===== src/rtl/aud_rx_pkg.sv =====
package aud_rx_pkg;

   // Framing select encoding; values are decoded by the word assembler.
   typedef enum logic [1:0] {
      FMT_DELAYED = 2'b00,
      FMT_RJ_S    = 2'b01,
      FMT_RJ_M    = 2'b10,
      FMT_RJ_L    = 2'b11
   } fmt_e;

   // Right-aligned word length for a given select, relative to the full width.
   function automatic int unsigned rj_len(input logic [1:0] sel, input int unsigned full_w);
      case (sel)
         2'b01:   return full_w - 8;
         2'b10:   return full_w - 4;
         default: return full_w;
      endcase
   endfunction

endpackage


===== src/rtl/aud_rx_edge.sv =====
module aud_rx_edge #(
   parameter int unsigned STAGES = 2
) (
   input  logic clk,
   input  logic rst_n,
   input  logic sck_i,
   input  logic ws_i,
   input  logic sd_i,
   output logic rise_o,
   output logic ws_o,
   output logic sd_o
);

   logic [STAGES-1:0] sck_q;
   logic [STAGES-1:0] ws_q;
   logic [STAGES-1:0] sd_q;
   logic              sck_d;

   always_ff @(posedge clk) begin
      if (!rst_n) begin
         sck_q <= '0;
         ws_q  <= '0;
         sd_q  <= '0;
         sck_d <= 1'b0;
      end else begin
         sck_q <= {sck_q[STAGES-2:0], sck_i};
         ws_q  <= {ws_q[STAGES-2:0], ws_i};
         sd_q  <= {sd_q[STAGES-2:0], sd_i};
         sck_d <= sck_q[STAGES-1];
      end
   end

   assign rise_o = sck_q[STAGES-1] & ~sck_d;
   assign ws_o   = ws_q[STAGES-1];
   assign sd_o   = sd_q[STAGES-1];

endmodule


===== src/rtl/aud_rx_word.sv =====
module aud_rx_word
   import aud_rx_pkg::*;
#(
   parameter int unsigned WORD_W = 24,
   parameter int unsigned SLOT_W = 32
) (
   input  logic              clk,
   input  logic              rst_n,
   input  logic [1:0]        fmt_i,
   input  logic              rise_i,
   input  logic              ws_i,
   input  logic              sd_i,
   output logic              word_vld_o,
   output logic              short_o,
   output logic              word_ch_o,
   output logic [WORD_W-1:0] word_o
);

   localparam int unsigned CNT_W = $clog2(SLOT_W + 1);
   localparam int unsigned N_RJ  = 3;

   logic              seen_q;
   logic              armed_q;
   logic              ws_prev_q;
   logic [CNT_W-1:0]  cnt_q;
   logic [WORD_W-1:0] msb_acc_q;
   logic [WORD_W-1:0] shreg_q;

   logic              boundary;
   logic              delayed_mode;
   logic [WORD_W-1:0] msb_next;
   logic [WORD_W-1:0] rj_word [N_RJ];
   logic [1:0]        rj_sel;
   logic [CNT_W-1:0]  need_len;
   logic              too_short;

   assign boundary     = rise_i && seen_q && (ws_i != ws_prev_q);
   assign delayed_mode = (fmt_i == FMT_DELAYED);

   // MSB-first placement for the delayed framing; excess bits fall off.
   always_comb begin
      msb_next = msb_acc_q;
      for (int b = 0; b < int'(WORD_W); b++) begin
         if (cnt_q == CNT_W'(int'(WORD_W) - 1 - b)) msb_next[b] = sd_i;
      end
   end

   // One sign-extended candidate per right-aligned length.
   for (genvar g = 0; g < int'(N_RJ); g++) begin : g_rj
      localparam int unsigned LEN = WORD_W - 8 + 4 * g;
      if (LEN < WORD_W) begin : g_ext
         assign rj_word[g] = {{(WORD_W - LEN){shreg_q[LEN-1]}}, shreg_q[LEN-1:0]};
      end else begin : g_full
         assign rj_word[g] = shreg_q;
      end
   end

   always_comb begin
      case (fmt_i)
         FMT_RJ_M: rj_sel = 2'd1;
         FMT_RJ_L: rj_sel = 2'd2;
         default:  rj_sel = 2'd0;
      endcase
      need_len  = CNT_W'(rj_len(fmt_i, WORD_W));
      too_short = !delayed_mode && (cnt_q < need_len);
   end

   always_ff @(posedge clk) begin
      if (!rst_n) begin
         seen_q     <= 1'b0;
         armed_q    <= 1'b0;
         ws_prev_q  <= 1'b0;
         cnt_q      <= '0;
         msb_acc_q  <= '0;
         shreg_q    <= '0;
         word_vld_o <= 1'b0;
         short_o    <= 1'b0;
         word_ch_o  <= 1'b0;
         word_o     <= '0;
      end else begin
         word_vld_o <= 1'b0;
         short_o    <= 1'b0;
         if (rise_i) begin
            seen_q    <= 1'b1;
            ws_prev_q <= ws_i;
            if (boundary) begin
               armed_q <= 1'b1;
               if (armed_q) begin
                  word_ch_o <= ws_prev_q;
                  if (too_short) begin
                     short_o <= 1'b1;
                  end else begin
                     word_vld_o <= 1'b1;
                     word_o     <= delayed_mode ? msb_next : rj_word[rj_sel];
                  end
               end
               msb_acc_q <= '0;
               if (delayed_mode) begin
                  cnt_q   <= '0;
                  shreg_q <= '0;
               end else begin
                  cnt_q   <= CNT_W'(1);
                  shreg_q <= {{(WORD_W-1){1'b0}}, sd_i};
               end
            end else begin
               msb_acc_q <= msb_next;
               shreg_q   <= {shreg_q[WORD_W-2:0], sd_i};
               if (cnt_q != CNT_W'(SLOT_W)) cnt_q <= cnt_q + 1'b1;
            end
         end
      end
   end

endmodule


===== src/rtl/aud_rx_pair.sv =====
module aud_rx_pair #(
   parameter int unsigned WORD_W = 24
) (
   input  logic              clk,
   input  logic              rst_n,
   input  logic              word_vld_i,
   input  logic              short_i,
   input  logic              word_ch_i,
   input  logic [WORD_W-1:0] word_i,
   output logic [WORD_W-1:0] left_o,
   output logic [WORD_W-1:0] right_o,
   output logic              valid_o,
   output logic              frame_err_o
);

   logic [WORD_W-1:0] pend_l_q;
   logic              have_l_q;

   always_ff @(posedge clk) begin
      if (!rst_n) begin
         pend_l_q    <= '0;
         have_l_q    <= 1'b0;
         left_o      <= '0;
         right_o     <= '0;
         valid_o     <= 1'b0;
         frame_err_o <= 1'b0;
      end else begin
         valid_o     <= 1'b0;
         frame_err_o <= 1'b0;
         if (short_i) begin
            frame_err_o <= 1'b1;
            have_l_q    <= 1'b0;
         end else if (word_vld_i) begin
            if (!word_ch_i) begin
               pend_l_q <= word_i;
               have_l_q <= 1'b1;
            end else begin
               have_l_q <= 1'b0;
               if (have_l_q) begin
                  left_o  <= pend_l_q;
                  right_o <= word_i;
                  valid_o <= 1'b1;
               end
            end
         end
      end
   end

endmodule


===== src/rtl/aud_serial_rx.sv =====
module aud_serial_rx #(
   parameter int unsigned WORD_W      = 24,
   parameter int unsigned SLOT_W      = 32,
   parameter int unsigned SYNC_STAGES = 2
) (
   input  logic              clk,
   input  logic              rst_n,
   input  logic [1:0]        fmt_i,
   input  logic              sck_i,
   input  logic              ws_i,
   input  logic              sd_i,
   output logic [WORD_W-1:0] left_o,
   output logic [WORD_W-1:0] right_o,
   output logic              valid_o,
   output logic              frame_err_o
);

   if (SYNC_STAGES < 2) begin : g_bad_sync
      $error("SYNC_STAGES must be at least 2");
   end
   if (WORD_W < 9) begin : g_bad_word
      $error("WORD_W must leave room for the shortest right-aligned length");
   end
   if (SLOT_W < WORD_W) begin : g_bad_slot
      $error("SLOT_W must be at least WORD_W");
   end

   logic              rise;
   logic              ws_s;
   logic              sd_s;
   logic              w_vld;
   logic              w_short;
   logic              w_ch;
   logic [WORD_W-1:0] w_data;

   aud_rx_edge #(.STAGES(SYNC_STAGES)) u_edge (
      .clk    (clk),
      .rst_n  (rst_n),
      .sck_i  (sck_i),
      .ws_i   (ws_i),
      .sd_i   (sd_i),
      .rise_o (rise),
      .ws_o   (ws_s),
      .sd_o   (sd_s)
   );

   aud_rx_word #(.WORD_W(WORD_W), .SLOT_W(SLOT_W)) u_word (
      .clk        (clk),
      .rst_n      (rst_n),
      .fmt_i      (fmt_i),
      .rise_i     (rise),
      .ws_i       (ws_s),
      .sd_i       (sd_s),
      .word_vld_o (w_vld),
      .short_o    (w_short),
      .word_ch_o  (w_ch),
      .word_o     (w_data)
   );

   aud_rx_pair #(.WORD_W(WORD_W)) u_pair (
      .clk         (clk),
      .rst_n       (rst_n),
      .word_vld_i  (w_vld),
      .short_i     (w_short),
      .word_ch_i   (w_ch),
      .word_i      (w_data),
      .left_o      (left_o),
      .right_o     (right_o),
      .valid_o     (valid_o),
      .frame_err_o (frame_err_o)
   );

endmodule


===== config.mk =====
export PLATFORM = sky130hd
export DESIGN_NAME = aud_serial_rx
export DESIGN_NICKNAME = d
export VERILOG_FILES = /design/src/rtl/aud_rx_pkg.sv /design/src/rtl/aud_rx_edge.sv /design/src/rtl/aud_rx_word.sv /design/src/rtl/aud_rx_pair.sv /design/src/rtl/aud_serial_rx.sv
export SDC_FILE = /design/constraint.sdc
export NUM_CORES = 1
export LEC_CHECK = 0
export ABC_AREA = 1
export CAP_MARGIN = 20
export CORE_MARGIN = 2
export CORE_UTILIZATION = 57
export CTS_CLUSTER_SIZE = 40
export DETAILED_ROUTE_END_ITERATION = 12
export DONT_BUFFER_PORTS = 1
export PLACE_DENSITY_LB_ADDON = 0.3
export SYNTH_ARGS = -nofsm -noshare
export SYNTH_HDL_FRONTEND = slang
export SYNTH_SLANG_ARGS = --single-unit

===== constraint.sdc =====
create_clock -name clk -period 1.4 [get_ports clk]
set_input_delay 0.14 -clock clk [delete_from_list [all_inputs] [get_ports clk]]
set_output_delay 0.14 -clock clk [all_outputs]
set_load 0.05 [all_outputs]

[Yosys cells after proc, flatten, opt, wreduce, memory -nomap -nowiden]
Cells that the tools add are included.
Operators by class
  add/subtract/negate cells: 1
  multiply operators: 0
  divide/modulo/power cells: 0
  order comparisons: 2
  equality and inequality tests: 28
  shift-type cells: 0
  muxes and demuxes: 41
  bitwise logic cells: 8
  reduce and logical (&&, ||, !) cells: 16
Operators with widths (count)
  $mux W24: 5
  $bmux W24 S2: 1
  $eq A6 B4 Y1 const B: 8
  $eq A6 B5 Y1 const B: 8
  $mux W1: 31
  $eq A6 B3 Y1 const B: 4
  $eq A6 B2 Y1 const B: 2
  $mux W6: 2
  $reduce_and A4 Y1: 3
  $pmux W4 S2: 1
  $add A6 B1 Y6 const B: 1
  $eq A6 B1 Y1 const B: 1
  $logic_not A6 Y1: 1
  $lt A6 B5 Y1: 1
  $ne A6 B6 Y1 const B: 1
  $not A1 Y1: 6
  $reduce_and A3 Y1: 2
  $eq A2 B2 Y1 const B: 2
  $pmux W2 S2: 1
  $reduce_and A2 Y1: 2
  $reduce_or A4 Y1: 1
  $ge A3 B3 Y1 const B: 1
  $logic_and A1 B1 Y1: 3
  $not A2 Y3: 1
  7 further kinds: 7
Word-level totals
  flip-flop bits (word level): 166
  bits in latches: 0
  memory bits (writable): 0
  bits in read-only memories: 0
  input port bits: 7
  output and inout bits: 50
  logic and storage cells: 116
  memories: 0

[Logic depth before layout (Yosys ltp)]
Gate-level depths: netlist of the first run.
  word-level depth: 7
  mapped depth: 12
  gate-level depth less buffers: 11

[Cells and area by module]
From an unflattened synthesis of the first run, not the netlist that was laid out.
Second synthesis, totals
  cell total of the unflattened synthesis: 1167
  area total of the unflattened synthesis: 7698.6 um2
By module, submodules not included
  aud_rx_word: times used 1, cells each 687, area each 4391.7 um2, sequential area each 1681.6 um2
  aud_rx_pair: times used 1, cells each 457, area each 3106.7 um2, sequential area each 1501.4 um2
  aud_rx_edge: times used 1, cells each 23, area each 200.2 um2, sequential area each 140.1 um2

[Least setup slack after synthesis of the first run]
Ideal clock, no wire load.
  path type: register to register
  start point: reg u_word.cnt_q[0]
  end point: reg u_word.word_o[11]
  library setup time: 113 ps
  arrival: 1405 ps
  data required time: 1287 ps
  slack: -118 ps
  stages on the path, launching flop included: 11
  path buffers: 1
  clock period less this slack: 1518 ps
  cell sequence: dfxtp_1 inv_1 ha_1 clkbuf_1 inv_1 nor2_1 nand3_1 nand3_1 nand2_1 nor2_1 nor2_1
Between the ends
  longest elaborated chain between the ends: 4
  elaborated cells between the ends (all ways): 7
  classes of those cells: 1 x order compare; 1 x eq/ne; 2 x mux; 1 x bitwise; 2 x reduce/logical
Ends and longest elaborated chain
  from (decl): line aud_rx_word.sv:25  | logic [CNT_W-1:0] cnt_q;
  from (signal assigned): line aud_rx_word.sv:108  | if (cnt_q != CNT_W'(SLOT_W)) cnt_q <= cnt_q + 1'b1;
  $lt A6 B5 Y1: line aud_rx_word.sv:65  | too_short = !delayed_mode && (cnt_q < need_len);
  $logic_and A1 B1 Y1: line aud_rx_word.sv:65
  $not A1 Y1 (no line)
  $reduce_and A4 Y1 (no line)
  to (signal assigned): line aud_rx_word.sv:94  | word_o <= delayed_mode ? msb_next : rj_word[rj_sel];
  to (decl): line aud_rx_word.sv:16  | output logic [WORD_W-1:0] word_o
Several ways; a longest one is shown, not always the timed one.
A chain may end at the register's enable or synchronous reset.

[Final worst setup path of the first run]
  start point: reg u_edge.sck_d
  end point: reg u_word.word_o[15]
Between the ends
  longest elaborated chain between the ends: 5
Ends and longest elaborated chain
  from (decl): line aud_rx_edge.sv:17  | logic sck_d;
  from (signal assigned): line aud_rx_edge.sv:29  | sck_d <= sck_q[STAGES-1];
  $not A1 Y1 *: line aud_rx_edge.sv:33  | assign rise_o = sck_q[STAGES-1] & ~sck_d;
  $and A1 B1 Y1 *: line aud_rx_edge.sv:33
  $logic_and A1 B1 Y1 (2 in a row): line aud_rx_word.sv:37  | assign boundary = rise_i && seen_q && (ws_i != ws_prev_q);
  $reduce_and A4 Y1 (no line) *
Mark *: on every way between the ends. The rest lies on a longest branch, timed or not.

==> flow_summary_export.csv, run 1 <==
group,metric,value,unit
status,run_status,"finished with violations",
status,violated_checks,"hold timing, setup timing",
yosys,count_of_mapped_cells_out_of_synthesis,987,
worst_hold_path,min-delay-path-class,"in2reg",
timing,setup_ws,-0.263,ns
critical_path,setup.worst_path.start,"u_edge.sck_d",
power_and_ir_drop,power.share.sequential,45.9,%
critical_path,critical_path_arrival,2.02,ns
yosys,synth.lib_cells_used.distinct,23,
timing,finalClockSkew,0.00952,ns
cts,clock_sinks,166,
finish,final-seq-area,3340,µm²
cts,cts-root-buf,"clkbuf_16",
timing,tightest_pin_transition,0.489,ns
yosys,biggest_area_consumer_among_synthesized_cells,"dfxtp_1",
timing,final-hold-violation-count,97,
power_and_ir_drop,share_clk_of_total_power,49.8,%
finish,finalCoreUtilization,79.5,%
power_and_ir_drop,p_total,10.3,mW
floorplanning,io-pin-count,57,
power_and_ir_drop,reported_leakage_power,4.10,nW
critical_path,timing_worst_setup_path_type,"reg2reg",
critical_path,start_kind,"flip-flop",
placement,buffer_ports.inserted,0,
critical_path,rr_startpoint,"u_edge.sck_d",
critical_path,highest_fanout_seen_on_the_critical_path,10,
global_route,grt_antenna_before_repair,0,
global_route,grtUsageTotal,26.6,%
routing,violation_count_after_the_first_detailed_routing_iteration,959,
timing,post-route-min-period,1.66,ns
timing,finalHoldWorstSlack,-0.164,ns
power_and_ir_drop,ir_worst_vdd,1020,µV
yosys,synth_edf_count,0,
critical_path,worst-r2r-cell-count,11,
floorplanning,core.rowCount,40,
power_and_ir_drop,net_switching_component_of_the_power,2.39,mW
worst_hold_path,origin_of_the_worst_min_delay_path,"rst_n",
yosys,synth_top_flop_cell,"dfxtp_1",
global_route,grt_start_max_net_pins,110,
yosys,syn-cell-area,7000,µm²
finish,design.final.nets,1095,
global_route,grt-ovfl-total,0,
timing,max_slew_margin,67.3,%
yosys,top_area_cells_in_the_synthesized_netlist,"dfxtp_1 (47%), nand2_1 (12%), a21oi_1 (7.6%), nand3_1 (6.9%), nor2_1 (6.3%)",
routing,total_detailed_routing_wirelength,22.6,mm
yosys,postSynthNetCount,1002,
power_and_ir_drop,power.density,1080,nW/µm²
timing,achievable_frequency,0.601,GHz
finish,area_grow_syn2layout,36.5,%
floorplanning,die_width,115,µm
placement,dp_worst_setup_slack,-0.105,ns
floorplanning,die_h,115,µm
yosys,synth_area_per_cell,7.09,µm²
cts,cts_tree,"built",
critical_path,timing.rr.end,"u_word.word_o[15]",
finish,n_fill_cell,701,
power_and_ir_drop,cellInternalPower,7.95,mW
critical_path,crit_end,"u_word.word_o[15]",
timing,setup_repair_after_global_routing_missed_its_margin,"true",
flow_run,max-cap-violations,0,
yosys,synth_most_common_cell,"nand2_1",
placement,dpl.hpwl,10.1,mm
timing,fin_crit_sh,119,%
routing,route.detailed.vias_per_inst,6.01,
cts,h-tree-depth,4,
routing,wl_per_cell,18.2,µm
routing,first_pass_drt_iterations,8,
yosys,ys_seq_elements,166,
critical_path,cp.required,1.76,ns
global_route,first_pass_grt_wire_length,28.1,mm
routing,drc_errors,0,
floorplanning,design.core.area,12000,µm²
cts,clk_pin_slew,0.07,ns
floorplanning,die_area,13200,µm²
routing,num_vias,7450,
timing,drv_slew,0,
cts,cts-root-to-sink-buffers,2,
critical_path,timing.critical_path.to_type,"flip-flop",
routing,route.antenna.remaining_nets,0,
yosys,synth_largest_type_area_fraction,47.5,%
cts,clock_insertion_delay_worst_skew,0.44,ns
critical_path,setup.reg_to_reg.worst_slack,-0.26,ns
global_route,grt_pass1_vias,5861,
finish,antenna-diode-count,0,
floorplanning,start_util,58.3,%
cts,cts-buffers-inserted,17,
placement,gp_routability_congestion,0.872,
yosys,synth-warning-count,0,
finish,multiInputGateArea,3640,µm²
yosys,synth.top_cells.by_count,"nand2_1 (232), dfxtp_1 (166), nor2_1 (118)",
yosys,async_flop_share,0,%
placement,placed_cell_area,7750,µm²
cts,hold_buffers,14,
power_and_ir_drop,combinationalPowerShare,4.3,%
timing,finalSetupViolCount,68,
yosys,synth_seq_area_share,47.5,%
power_and_ir_drop,power_switching_share,23.1,%
finish,final_area,9550,µm²
finish,final_layout_size_suffix_gt1_share,27.0,%
==> through the flow <==
stage / setup TNS, ns / instances
2_1_floorplan: 0 / 987
3_3_place_gp: -1.67 / 1166
3_5_place_dp: -2.18 / 1166
4_1_cts: -0.200 / 1215
5_1_grt: -9.81 / 1240
6_report: -5.99 / 1240
==> area by class of cell <==
class / instances / share of cell area, %
multi-input combinational: 675 / 38.1
clock buffer: 17 / 4.45
sequential: 166 / 35.0
tap: 147 / 1.93
clock inverter: 15 / 2.28
inverter: 82 / 3.37
timing repair buffer: 138 / 14.8
==> power by group through the flow <==
stage | combinational, mW | clock (mW) | sequential (mW)
final | 0.448 | 5.15 | 4.75
after global routing | 0.467 | 5.33 | 4.75
after CTS | 0.321 | 5.13 | 4.75
after detailed placement | 0.285 | 0 | 4.85
after global placement | 0.284 | 0 | 4.85
after floorplan | 0.223 | 0 | 4.85
==> worst max-delay path: stages (launching register included) <==
cell	delay, ns
dfxtp_2	0.33
inv_2	0.07
nand2_4	0.06
nor2_4	0.12
nand2_4	0.11
nor2_4	0.16
buf_12	0.13
nand2_8	0.09
buf_12	0.16
nand2_1	0.09
nand2_1	0.09
nor2_1	0.15
==> registers in the layout, summed over array words and instances (netlist names), 6 cells and up <==
signal,count
u_pair.left_o,24
u_pair.pend_l_q,24
u_pair.right_o,24
u_word.cnt_q,6
u_word.msb_acc_q,24
u_word.shreg_q,24
u_word.word_o,24
==> worst min-delay path by stage <==
stage | to | cells after the start
after global routing | u_word.word_o[22] | 2
after global placement | u_edge.sck_q[0] | 2
after CTS | u_word.word_o[17] | 2
after floorplan | u_edge.sck_q[0] | 2
final | u_word.word_o[22] | 2
after detailed placement | u_edge.ws_q[0] | 2
==> per-layer routing <==
| layer | vias to the layer above | GRT usage [%] | wire [µm] |
|---|---|---|---|
| met5 | - | 0 | 0 |
| met4 | 0 | 10.0 | 1290 |
| met3 | 151 | 4.90 | 2100 |
| met2 | 504 | 41.8 | 10500 |
| met1 | 3411 | 36.8 | 8660 |
| li1 | 3384 | - | - |
==> layout by cell type (no fill, tap or decap), types with 5 or more instances in the layout <==
master           n
nand4_1         19
nand3_1         80
nand3_2         14
ha_4             5
nor2_2          13
nor2_1          97
dlygate4sd3_1   13
dfxtp_1        158
a21oi_1         77
o21ai_0         76
inv_2            7
buf_12          12
inv_1           70
nand2_4          9
nor2_4          15
nand2_2         25
nand2_1        198
a21oi_2         29
buf_4           95
clkbuf_16       25
buf_6            7
==> cell families (layout without fill, tap and decap cells) <==
logic type	Yosys count	in the layout	synth area share (%)
flops	166	166	47.5
xor+xnor	1	1	0.125
compound gates	187	187	13.6
simple gates	478	479	28.8
buf+inv	147	252	8.63
fa+ha+maj	8	8	1.43
==> repair_timing <==
action,CTS,global route
cloned,1,13
endpoints found under the hold margin,112,98
buffers inserted,2,14
endpoints found under the setup margin,38,79
pin swaps,3,47
resized for setup,17,152
No activity file was read; power rests on OpenSTA's default activity.
==> run 2, diff against run 1 <==
- CORE_UTILIZATION: 57 -> 45
- clock period: 1.4 -> 1.6 ns (I/O delays scaled with it)
==> flow_summary_export.csv, run 2 (same netlist as run 1, synthesis figures left out) <==
group,metric,value,unit
routing,total_detailed_routing_wirelength,16.3,mm
floorplanning,core.rowCount,45,
timing,tightest_pin_transition,0.519,ns
finish,area_grow_syn2layout,21.6,%
timing,drv_slew,0,
critical_path,highest_fanout_seen_on_the_critical_path,12,
critical_path,worst-r2r-cell-count,10,
power_and_ir_drop,power.density,1010,nW/µm²
floorplanning,die_width,129,µm
cts,h-tree-depth,4,
routing,drc_errors,0,
placement,gp_routability_congestion,0.775,
cts,hold_buffers,13,
critical_path,start_kind,"flip-flop",
critical_path,timing.critical_path.to_type,"flip-flop",
timing,finalClockSkew,0.00830,ns
finish,layout_commonest_cell,"nand2_1",
global_route,grt_pass1_vias,5425,
finish,final-seq-area,3330,µm²
placement,buffer_ports.inserted,0,
timing,fin_crit_sh,94.5,%
flow_run,max-cap-violations,0,
cts,clk_pin_slew,0.07,ns
timing,achievable_frequency,0.661,GHz
critical_path,cp.required,1.95,ns
timing,final-hold-violation-count,98,
routing,violation_count_after_the_first_detailed_routing_iteration,444,
routing,route.antenna.remaining_nets,0,
floorplanning,die_area,16600,µm²
timing,finalSetupViolCount,0,
critical_path,timing_worst_setup_path_type,"reg2reg",
finish,final_layout_size_suffix_gt1_share,13.1,%
cts,cts-root-to-sink-buffers,2,
status,run_status,"finished with violations",
routing,wl_per_cell,13.3,µm
critical_path,critical_path_arrival,1.86,ns
cts,cts_tree,"built",
power_and_ir_drop,ir_worst_vdd,845,µV
critical_path,path_delay_family,"simple AND/OR/NAND/NOR gates",
floorplanning,design.core.area,15200,µm²
global_route,grt_antenna_before_repair,0,
timing,max_slew_margin,65.4,%
timing,setup_repair_after_global_routing_missed_its_margin,"false",
cts,clock_sinks,166,
floorplanning,start_util,46.1,%
critical_path,crit_chain,"inv_1 -> nand2_1 -> nand2_1 -> nand2_4 -> inv_4 -> nor2_4 -> buf_12 -> clkbuf_16 -> nand3_1 -> a21oi_1",
global_route,grt-ovfl-total,0,
timing,finalSetupTns,0,ns
critical_path,timing.critical_path.mode_cell,"nand2_1",
critical_path,critical-path-slowest-cell,"dfxtp_1",
placement,place_inst,1182,
timing,finalHoldWorstSlack,-0.122,ns
finish,multiInputGateArea,3140,µm²
timing,setup_ws,0.0878,ns
placement,dpl.hpwl,9.79,mm
routing,route.detailed.vias_per_inst,5.13,
finish,final_area,8510,µm²
power_and_ir_drop,reported_leakage_power,3.68,nW
finish,antenna-diode-count,0,
global_route,first_pass_grt_wire_length,26.3,mm
status,violated_checks,"hold timing",
cts,clock_insertion_delay_worst_skew,0.43,ns
finish,layout.cells.most_common_list,"nand2_1 (228), dfxtp_1 (164), nor2_1 (115)",
finish,n_fill_cell,1447,
placement,placed_cell_area,7590,µm²
global_route,grt_start_max_net_pins,110,
routing,first_pass_drt_iterations,6,
placement,dp_worst_setup_slack,-0.0394,ns
cts,cts-root-buf,"clkbuf_16",
cts,cts-buffers-inserted,17,
floorplanning,io-pin-count,57,
timing,post-route-min-period,1.51,ns
floorplanning,die_h,129,µm
finish,finalNonFillerCells,1232,
worst_hold_path,min-delay-path-class,"in2reg",
routing,num_vias,6322,
critical_path,worstPathBufferInverterCount,4,
critical_path,crit_cells,10,
global_route,grtUsageTotal,19.7,%
finish,design.final.nets,1046,
worst_hold_path,hold_path_depth,2,
critical_path,critical-path-max-stage-delay,0.33,ns
run 2: cell types whose count changed in the layout (fill, tap and decap cells not counted), moves of 18 or more:
cell and delta:
nand2_2 -22, buf_4 -32, a21oi_2 -29, nor2_1 +18
nand2_1 +30, a21oi_1 +29
run 2: worst paths after layout:
kind,slack (ns),end,startpoint
setup / recovery,0.09,u_word.msb_acc_q[4],u_word.ws_prev_q
hold / removal,-0.12,u_word.word_o[21],rst_n
setup reg to reg,0.09,u_word.msb_acc_q[4],u_word.ws_prev_q
hold reg to reg,0.46,u_word.msb_acc_q[21],u_word.msb_acc_q[21]
run 2: through the flow:
step / power, mW / util [%] / hold WS (ns)
global route: 8.92 / 56.0 / -0.146
global placement: 4.49 / 49.9 / 0.260
CTS: 8.67 / 54.7 / -0.163
floorplan: 4.43 / - / 0.258
detailed placement: 4.49 / 49.9 / 0.265
finish: 8.61 / 56.0 / -0.122
run 2: what timing repair did:
| action | CTS | global route |
|---|---|---|
| hold endpoints to repair | 109 | 99 |
| setup buffers | 0 | 1 |
| endpoints found under the setup margin | 2 | 29 |
| gates cloned | 0 | 4 |
| pin swaps | 0 | 4 |
| resized for setup | 1 | 22 |
run 2: final cells by class:
class | instances | area share (%)
clock buffer | 18 | 5.16
timing repair buffer | 90 | 10.5
clock inverter | 14 | 1.90
tap | 188 | 2.76
multi-input combinational | 674 | 36.9
sequential | 166 | 39.1
inverter | 82 | 3.65
run 2: power breakdown:
| group | internal [mW] | switching (mW) | total (mW) |
|---|---|---|---|
| Clock | 2.39 | 1.78 | 4.17 |
| Combinational | 0.116 | 0.176 | 0.292 |
| Sequential | 4.14 | 0.00877 | 4.15 |
run 2: routing by layer:
layer	vias up	part of all wire [%]	global-route usage (%)
met4	0	1.6	6.65
met1	2874	48	27.4
li1	3276	-	-
met3	18	4.5	4.41
met5	-	0	0
met2	154	45	30.3
==> run 3, diff against run 2 <==
- clock period: 1.6 -> 1.7 ns (I/O delays scaled with it)
==> flow_summary_export.csv, run 3 (same netlist as run 1, synthesis figures left out) <==
group,metric,value,unit
status,run_status,"finished, final reports clean",
timing,achievable_frequency,0.622,GHz
cts,cts-buffers-inserted,17,
power_and_ir_drop,share_clk_of_total_power,47.2,%
global_route,grt_pass1_vias,5482,
critical_path,setup.worst_path.start,"u_word.cnt_q[0]",
routing,num_vias,6205,
timing,max_slew_margin,64.8,%
finish,final_layout_size_suffix_gt1_share,10.3,%
critical_path,rr_startpoint,"u_word.cnt_q[0]",
cts,clock_sinks,166,
finish,area_grow_syn2layout,16.4,%
finish,layout_commonest_cell,"nand2_1",
timing,finalHoldWorstSlack,0.114,ns
finish,design.final.nets,1020,
finish,final_area,8150,µm²
global_route,grt_antenna_before_repair,0,
cts,cts-root-to-sink-buffers,2,
floorplanning,die_h,129,µm
power_and_ir_drop,power.density,972,nW/µm²
placement,place_inst,1164,
floorplanning,start_util,46.1,%
routing,total_detailed_routing_wirelength,15.7,mm
critical_path,critical-path-max-stage-delay,0.41,ns
timing,finalClockSkew,0.00978,ns
finish,layout.cells.most_common_list,"nand2_1 (232), dfxtp_1 (165), nor2_1 (117)",
floorplanning,design.core.area,15200,µm²
placement,buffer_ports.inserted,0,
critical_path,critical_path_arrival,1.93,ns
critical_path,highest_fanout_seen_on_the_critical_path,7,
power_and_ir_drop,combinationalPowerShare,3.5,%
power_and_ir_drop,net_switching_component_of_the_power,1.96,mW
worst_hold_path,origin_of_the_worst_min_delay_path,"rst_n",
timing,tightest_pin_transition,0.528,ns
placement,gp_routability_congestion,0.800,
timing,setup_repair_after_global_routing_missed_its_margin,"false",
power_and_ir_drop,ir_worst_vdd,802,µV
finish,n_fill_cell,1447,
timing,fin_crit_sh,94.6,%
cts,cts-root-buf,"clkbuf_16",
routing,route.detailed.vias_per_inst,5.15,
routing,drc_errors,0,
floorplanning,die_area,16600,µm²
routing,violation_count_after_the_first_detailed_routing_iteration,517,
power_and_ir_drop,p_total,7.92,mW
critical_path,path_delay_family,"simple AND/OR/NAND/NOR gates",
global_route,grtUsageTotal,19.8,%
power_and_ir_drop,cellInternalPower,5.95,mW
cts,clk_pin_slew,0.07,ns
critical_path,timing_worst_setup_path_type,"reg2reg",
critical_path,timing.critical_path.to_type,"flip-flop",
global_route,grt_start_max_net_pins,103,
critical_path,start_kind,"flip-flop",
critical_path,crit_chain,"inv_1 -> ha_2 -> buf_12 -> buf_4 -> nand3_1 -> nand2_1 -> nand3_1 -> nand2_1 -> nor2_1 -> nor2_1",
timing,drv_slew,0,
cts,clock_insertion_delay_worst_skew,0.43,ns
floorplanning,io-pin-count,57,
timing,final-hold-violation-count,0,
critical_path,critical-path-slowest-cell,"dfxtp_1",
cts,postCtsSetupBuffers,0,
placement,placed_cell_area,7440,µm²
worst_hold_path,min-delay-path-class,"in2reg",
critical_path,cp.required,2.02,ns
flow_run,max-cap-violations,0,
timing,post-route-min-period,1.61,ns
global_route,first_pass_grt_wire_length,26.5,mm
finish,antenna-diode-count,0,
timing,finalSetupViolCount,0,
finish,finalNonFillerCells,1206,
routing,wl_per_cell,13.0,µm
critical_path,worstPathBufferInverterCount,3,
power_and_ir_drop,power_switching_share,24.8,%
cts,cts_tree,"built",
routing,route.antenna.remaining_nets,0,
timing,finalSetupTns,0,ns
routing,first_pass_drt_iterations,8,
cts,h-tree-depth,4,
floorplanning,core.rowCount,45,
power_and_ir_drop,reported_leakage_power,3.49,nW
floorplanning,die_width,129,µm
placement,dpl.hpwl,9.98,mm
power_and_ir_drop,power.share.sequential,49.4,%
global_route,grt-ovfl-total,0,
-- run 3: routing by layer --
metal	vias to the layer above	part of all wire (%)	routed length (µm)	track usage, %
met1	2785	50	7770	27.7
met4	0	1.7	268	6.71
met2	171	43	6820	29.5
li1	3231	-	-	-
met3	18	5.2	816	5.24
met5	-	0	0	0
-- run 3: worst paths after layout --
kind | end | slack [ns] | depth (start not counted)
hold / removal | u_edge.sck_q[1] | 0.11 | 3
setup / recovery | u_word.word_o[23] | 0.09 | 10
hold reg to reg | u_edge.sck_q[1] | 0.42 | 2
setup reg to reg | u_word.word_o[23] | 0.09 | 10
-- run 3: power by group through the flow --
stage	combinational, mW	clock [mW]	sequential, mW
after floorplan	0.176	0	4.00
after global placement	0.223	0	4.00
after detailed placement	0.224	0	4.00
after CTS	0.274	3.81	3.91
after global routing	0.306	3.98	3.91
final	0.275	3.73	3.91
-- run 3: worst register-to-register path, stage by stage (launching register included) --
cell	delay, ns
dfxtp_1	0.41
inv_1	0.11
ha_2	0.22
buf_12	0.14
buf_4	0.14
nand3_1	0.07
nand2_1	0.07
nand3_1	0.09
nand2_1	0.09
nor2_1	0.12
nor2_1	0.06
-- run 3: timing repair --
item,4_1_cts,5_1_grt
hold buffers,10,0
endpoints found under the hold margin,108,0
resized for setup,0,4
endpoints found under the setup margin,0,27
-- run 3: area by class of cell --
| cell class | instances | area, µm² | area share (%) |
|---|---|---|---|
| inverter | 82 | 308 | 3.78 |
| clock buffer | 17 | 425 | 5.22 |
| tap | 188 | 235 | 2.89 |
| sequential | 166 | 3320 | 40.8 |
| clock inverter | 15 | 159 | 1.95 |
| multi-input combinational | 674 | 3090 | 37.9 |
| timing repair buffer | 64 | 611 | 7.49 |
-- run 3: stage by stage --
| stage | util [%] | setup WS (ns) |
|---|---|---|
| after floorplan | - | 0.152 |
| after global placement | 48.9 | 0.0858 |
| after detailed placement | 48.9 | 0.0352 |
| after CTS | 53.5 | 0.0621 |
| after global routing | 53.6 | 0.00590 |
| final | 53.6 | 0.0923 |
